===== src/rtl/kbd_latch_port.sv =====
module kbd_latch_port #(
  parameter int CLK_KHZ = 50000,
  parameter int ACK_NS  = 1183,
  parameter int DW      = 8
) (
  input  logic          clk,
  input  logic          rst_n,
  input  logic [DW-1:0] kb_data,
  input  logic          kb_stb_n,
  input  logic          rd,
  output logic [DW-1:0] rd_data,
  output logic          irq_n,
  output logic          ack_n,
  output logic          overrun
);
  localparam int ACK_RAW = (CLK_KHZ * ACK_NS + 500_000) / 1_000_000;
  localparam int ACK_CYC = (ACK_RAW < 1) ? 1 : ACK_RAW;
  localparam int CW      = $clog2(ACK_CYC + 1);

  logic [2:0]    stb_sr;
  logic [CW-1:0] ack_cnt;

  wire take    = stb_sr[2] & ~stb_sr[1];
  wire consume = rd & ~irq_n;

  always_ff @(posedge clk) begin
    if (!rst_n) stb_sr <= 3'b111;
    else        stb_sr <= {stb_sr[1:0], kb_stb_n};
  end

  always_ff @(posedge clk) begin
    if (!rst_n) begin
      rd_data <= '0;
      irq_n   <= 1'b1;
      overrun <= 1'b0;
    end else begin
      if (take) rd_data <= kb_data;
      irq_n   <= take ? 1'b0 : (consume ? 1'b1 : irq_n);
      overrun <= consume ? 1'b0 : (take & ~irq_n) | overrun;
    end
  end

  always_ff @(posedge clk) begin
    if (!rst_n)          ack_cnt <= '0;
    else if (consume)    ack_cnt <= CW'(ACK_CYC);
    else if (ack_cnt != 0) ack_cnt <= ack_cnt - 1'b1;
  end

  assign ack_n = (ack_cnt == 0);
endmodule



===== config.mk =====
export PLATFORM = sky130hd
export DESIGN_NAME = kbd_latch_port
export DESIGN_NICKNAME = d
export VERILOG_FILES = /design/src/rtl/kbd_latch_port.sv
export SDC_FILE = /design/constraint.sdc
export NUM_CORES = 1
export LEC_CHECK = 0
export BUFFER_PORTS_ARGS = -buffer_cell sky130_fd_sc_hd__buf_2
export CAP_MARGIN = 30
export CORE_UTILIZATION = 30
export DETAILED_ROUTE_END_ITERATION = 12
export PLACE_DENSITY_LB_ADDON = 0.1
export SYNTH_ARGS = -nofsm -noshare
export SYNTH_HDL_FRONTEND = slang
export SYNTH_SLANG_ARGS = --single-unit

===== constraint.sdc =====
create_clock -name clk -period 4.7 [get_ports clk]
set_input_delay 1.41 -clock clk [delete_from_list [all_inputs] [get_ports clk]]
set_output_delay 1.41 -clock clk [all_outputs]
set_load 0.05 [all_outputs]

# After elaboration in Yosys (flattened, before gate mapping)
# Index checks and enable logic that the tools add are counted.
dict set report totals {
  register_bits 19
  out_inout_bits 11
}
dict set report op_classes {
  n_addsub 1
  n_mux 4
  bitwise_logic 7
  reduce_logical 5
}
# cell count
set op_table {}
lappend op_table {{$mux W6} 2}
lappend op_table {{$logic_not A6 Y1} 1}
lappend op_table {{$reduce_bool A6 Y1} 1}
lappend op_table {{$sub A6 B1 Y6 const B} 1}
lappend op_table {{$reduce_bool A2 Y1} 2}
lappend op_table {{$and A1 B1 Y1} 3}
lappend op_table {{$not A1 Y1} 3}
lappend op_table {{$mux W1} 2}
lappend op_table {{$reduce_or A2 Y1} 1}
lappend op_table {{$or A1 B1 Y1} 1}

# Depth between registers and ports, before layout
dict set report depth {
  depth_word 4
  mapped_depth 6
}

# Least setup slack after synthesis
# Ideal clock, no wire load.
dict set report synth_timing {
  kind {reg-to-output}
  from {register ack_cnt[0]}
  to {output port ack_n}
  arrival_ns 1.828
  required_time_ns 3.290
  path_slack_ns 1.462
  stages_incl_launch_ff 6
  n_path_buf 1
  path_cell_list {dfxtp_1 > inv_1 > ha_1 > or4b_1 > buf_2 > nor2_1}
}
dict set report synth_via {
  elab_chain_cells 1
}
# element line
set synth_lines {}
lappend synth_lines {{from (decl)} 21} ;# logic [CW-1:0] ack_cnt;
lappend synth_lines {{from (signal assigned)} 45} ;# else if (consume) ack_cnt <= CW'(ACK_CYC);
lappend synth_lines {{from (signal assigned)} 46} ;# else if (ack_cnt != 0) ack_cnt <= ack_cnt - 1'b1;
lappend synth_lines {{$logic_not A6 Y1} 49} ;# assign ack_n = (ack_cnt == 0);
lappend synth_lines {{to (decl)} 13} ;# output logic ack_n,
# Every way passes these cells.

# Final worst setup path
# Same ends and word-level chain as after synthesis.

==> results.md <==
* Outcome: finished clean
* Hold WS at approximately 0.42 ns
* Number of global-route vias before repair at around 600
* Power Density at around 500 mW/mm^2
* Slew headroom at 53.5%
* Starting DRT DRC Count at 11
* Htree depth at 1
* Leak pwr at around 0.38 nW
* Grt total ovfl at 0
* Worst clock skew at ~0.0062 ns
* Final worst slack at 1.33 ns
* Vias post-DR at around 640
* Post-layout instance area at about 890 um^2
* Clock transition at path regs at 0.10 ns
* Post-route ant nets at 0
* Dpl cells at ~130
* Synth area leaders: dfxtp_1 52%, nand2_1 9.2%, a21oi_1 6.1%, inv_1 3.6%, nand2b_1 3.4%
* RSZ-0062 raised after global routing: no
* First-pass GRT wire length at ~2600 um
* Post-Place Worst Slack at roughly 1.7 ns
* Max Freq at slightly below 300 MHz
* Mapped Avg Cell Area at around 8.5 um^2
* Clock root buffer: clkbuf_4
* # Max-Cap Violations at 0
* Commonest non-fill, non-tap cell in the layout: buf_2
* Die Wd at ~52 um
* Area growth from synthesis to layout at 21.0%
* Synth cell types at 21
* Hold Path Class: register to register
* CP max FO at 7
* I/O Buffers at 22
* Core area at 0.00228 mm^2
* Share of the synthesized area in the top cell type at between 50% and 60%
* Dpl hpwl at 1040 um
* CTS buffer count at 3
* Setup TNS at 0 ns
* Post-CTS setup buffer count at 0
* Ports at 23
* Final Non-Filler Cells at roughly 140
* CTS Buffer Depth at 2
* DR vias/cell at ~4.7
* Synth Register Bits at 19
* Slowest cell on the critical path: or4b_1
* Fill cells at 249
* Crit-path leading delay family: simple AND/OR/NAND/NOR gates
* Crit path DAT at ~2.0 ns
* Part of the Yosys area used for sequential elements at between 50% and 60%
* Setup-failing EPs final at 0
* Die height at 51.6 um
* Worst path max stage delay at approximately 0.57 ns
* Antenna violations before repair at 0
* CP bufs+invs at 2
* Diode count at 0
* FP Rows at 17
* RePlAce Congestion at between 0.7 and 0.8
* Final hold vios at 0
* Die area at 0.00266 mm^2
* Syn. warnings at 0
* VDD IR max at between 0.0002 and 0.00025 V
* Critical path class: register to output port
* CP cell instances: inv_1 > ha_1 > or4b_1 > nor2_1 > buf_2
* Yosys top cell by area: dfxtp_1
* Layout cells sized above 1 at between 20% and 30%
* Worst skew pair latency at between 0.2 and 0.3 ns
* Setup crit end kind: output port
* Clk sinks at 19
* Nets at 123
* WP data required at 3.29 ns
* Placed cell area at roughly 870 um^2
* Synth Net Count at 100
* Crit start category: register
* Drt first pass iters at 4
* Tcrit/Tclk final at between 70% and 80%
* Total wire length at between 1000 and 1500 um
* Commonest cells after routing, fill and taps aside: 22 x buf_2, 19 x dfxtp_1, 18 x nand2_1, 9 x a21oi_1, 7 x inv_1
* CTS tree: yes
* Cells after Synth at between 80 and 90
* Number of hold buffers added after CTS at 0
* DRC errors left at 0
* Gr usage total at 13.8%
* Worst-Margin Slew at around 0.70 ns
* Drt wl/cell at 10.9 um
* Starting Density at about a third
* Slew Limit Fails at 0
* Pin count of the biggest net entering global routing at 14
* Post-Syn Area at approximately 740 um^2
* Post-CTS resize count at 0
* Final min period at about 3.4 ns
[sequential cells by signal (all words and copies together), names as in the netlist]
signal,count
overrun,1
rd_data,8
stb_sr,3
ack_cnt,6
irq_n,1
[synthesized netlist by cell type]
cell       number
a21o_1          1
a21oi_1         9
a311oi_1        2
a31oi_1         3
buf_2           1
clkbuf_1        3
dfxtp_1        19
ha_1            1
inv_1           7
nand2_1        18
nand2b_1        4
nor2_1          2
nor2b_1         2
nor3_1          1
nor4_1          4
o2111ai_1       1
o21ai_0         3
o31ai_1         3
or2_1           1
or4b_1          1
xnor2_1         1
[metal layers]
layer | GRT usage (%) | vias up | wire (um)
met5 | 0 | - | 0
met4 | 5.41 | 0 | 17
li1 | - | 345 | -
met2 | 19.0 | 17 | 601
met3 | 6.43 | 2 | 97
met1 | 18.3 | 277 | 774
[metrics by stage]
step	total power, mW	util (%)
3_3_place_gp	0.370	38.1
6_report	0.446	39.3
5_1_grt	0.483	39.3
4_1_cts	0.449	39.3
3_5_place_dp	0.366	38.1
2_1_floorplan	0.337	-
[worst paths after layout]
check / startpoint / endpoint / slack (ns) / depth (start not counted)
hold reg to reg: stb_sr[0] / stb_sr[1] / 0.42 / 1
setup reg to reg: ack_cnt[0] / ack_cnt[0] / 3.01 / 5
setup / recovery: ack_cnt[0] / ack_n / 1.33 / 5
hold / removal: stb_sr[0] / stb_sr[1] / 0.42 / 1
[area by class of cell]
class                      instances  area (um^2)  area share (%)
inverter                           7         26.3            2.94
tap                               28         35.0            3.92
sequential                        19          380            42.6
multi-input combinational         57          315            35.3
clock buffer                       4         26.3            2.94
timing repair buffer              22          110            12.3
[cell families after synthesis]
| kind of cell | after synthesis | share of synthesized area (%) |
|---|---|---|
| compound gates | 22 | 18.3 |
| xor+xnor | 1 | 1.19 |
| fa+ha+maj | 1 | 1.69 |
| buf+inv | 11 | 5.76 |
| flops | 19 | 51.5 |
| simple gates | 33 | 21.5 |
[report_power, final]
part,switching [mW],internal (mW),leakage [nW]
logic,0.0977,0.0564,0.207
registers,0.0254,0.185,0.156
clock network,0.0480,0.0330,0.0150
total,0.171,0.275,0.378
Note: power is estimated with default switching activity, not from simulation.
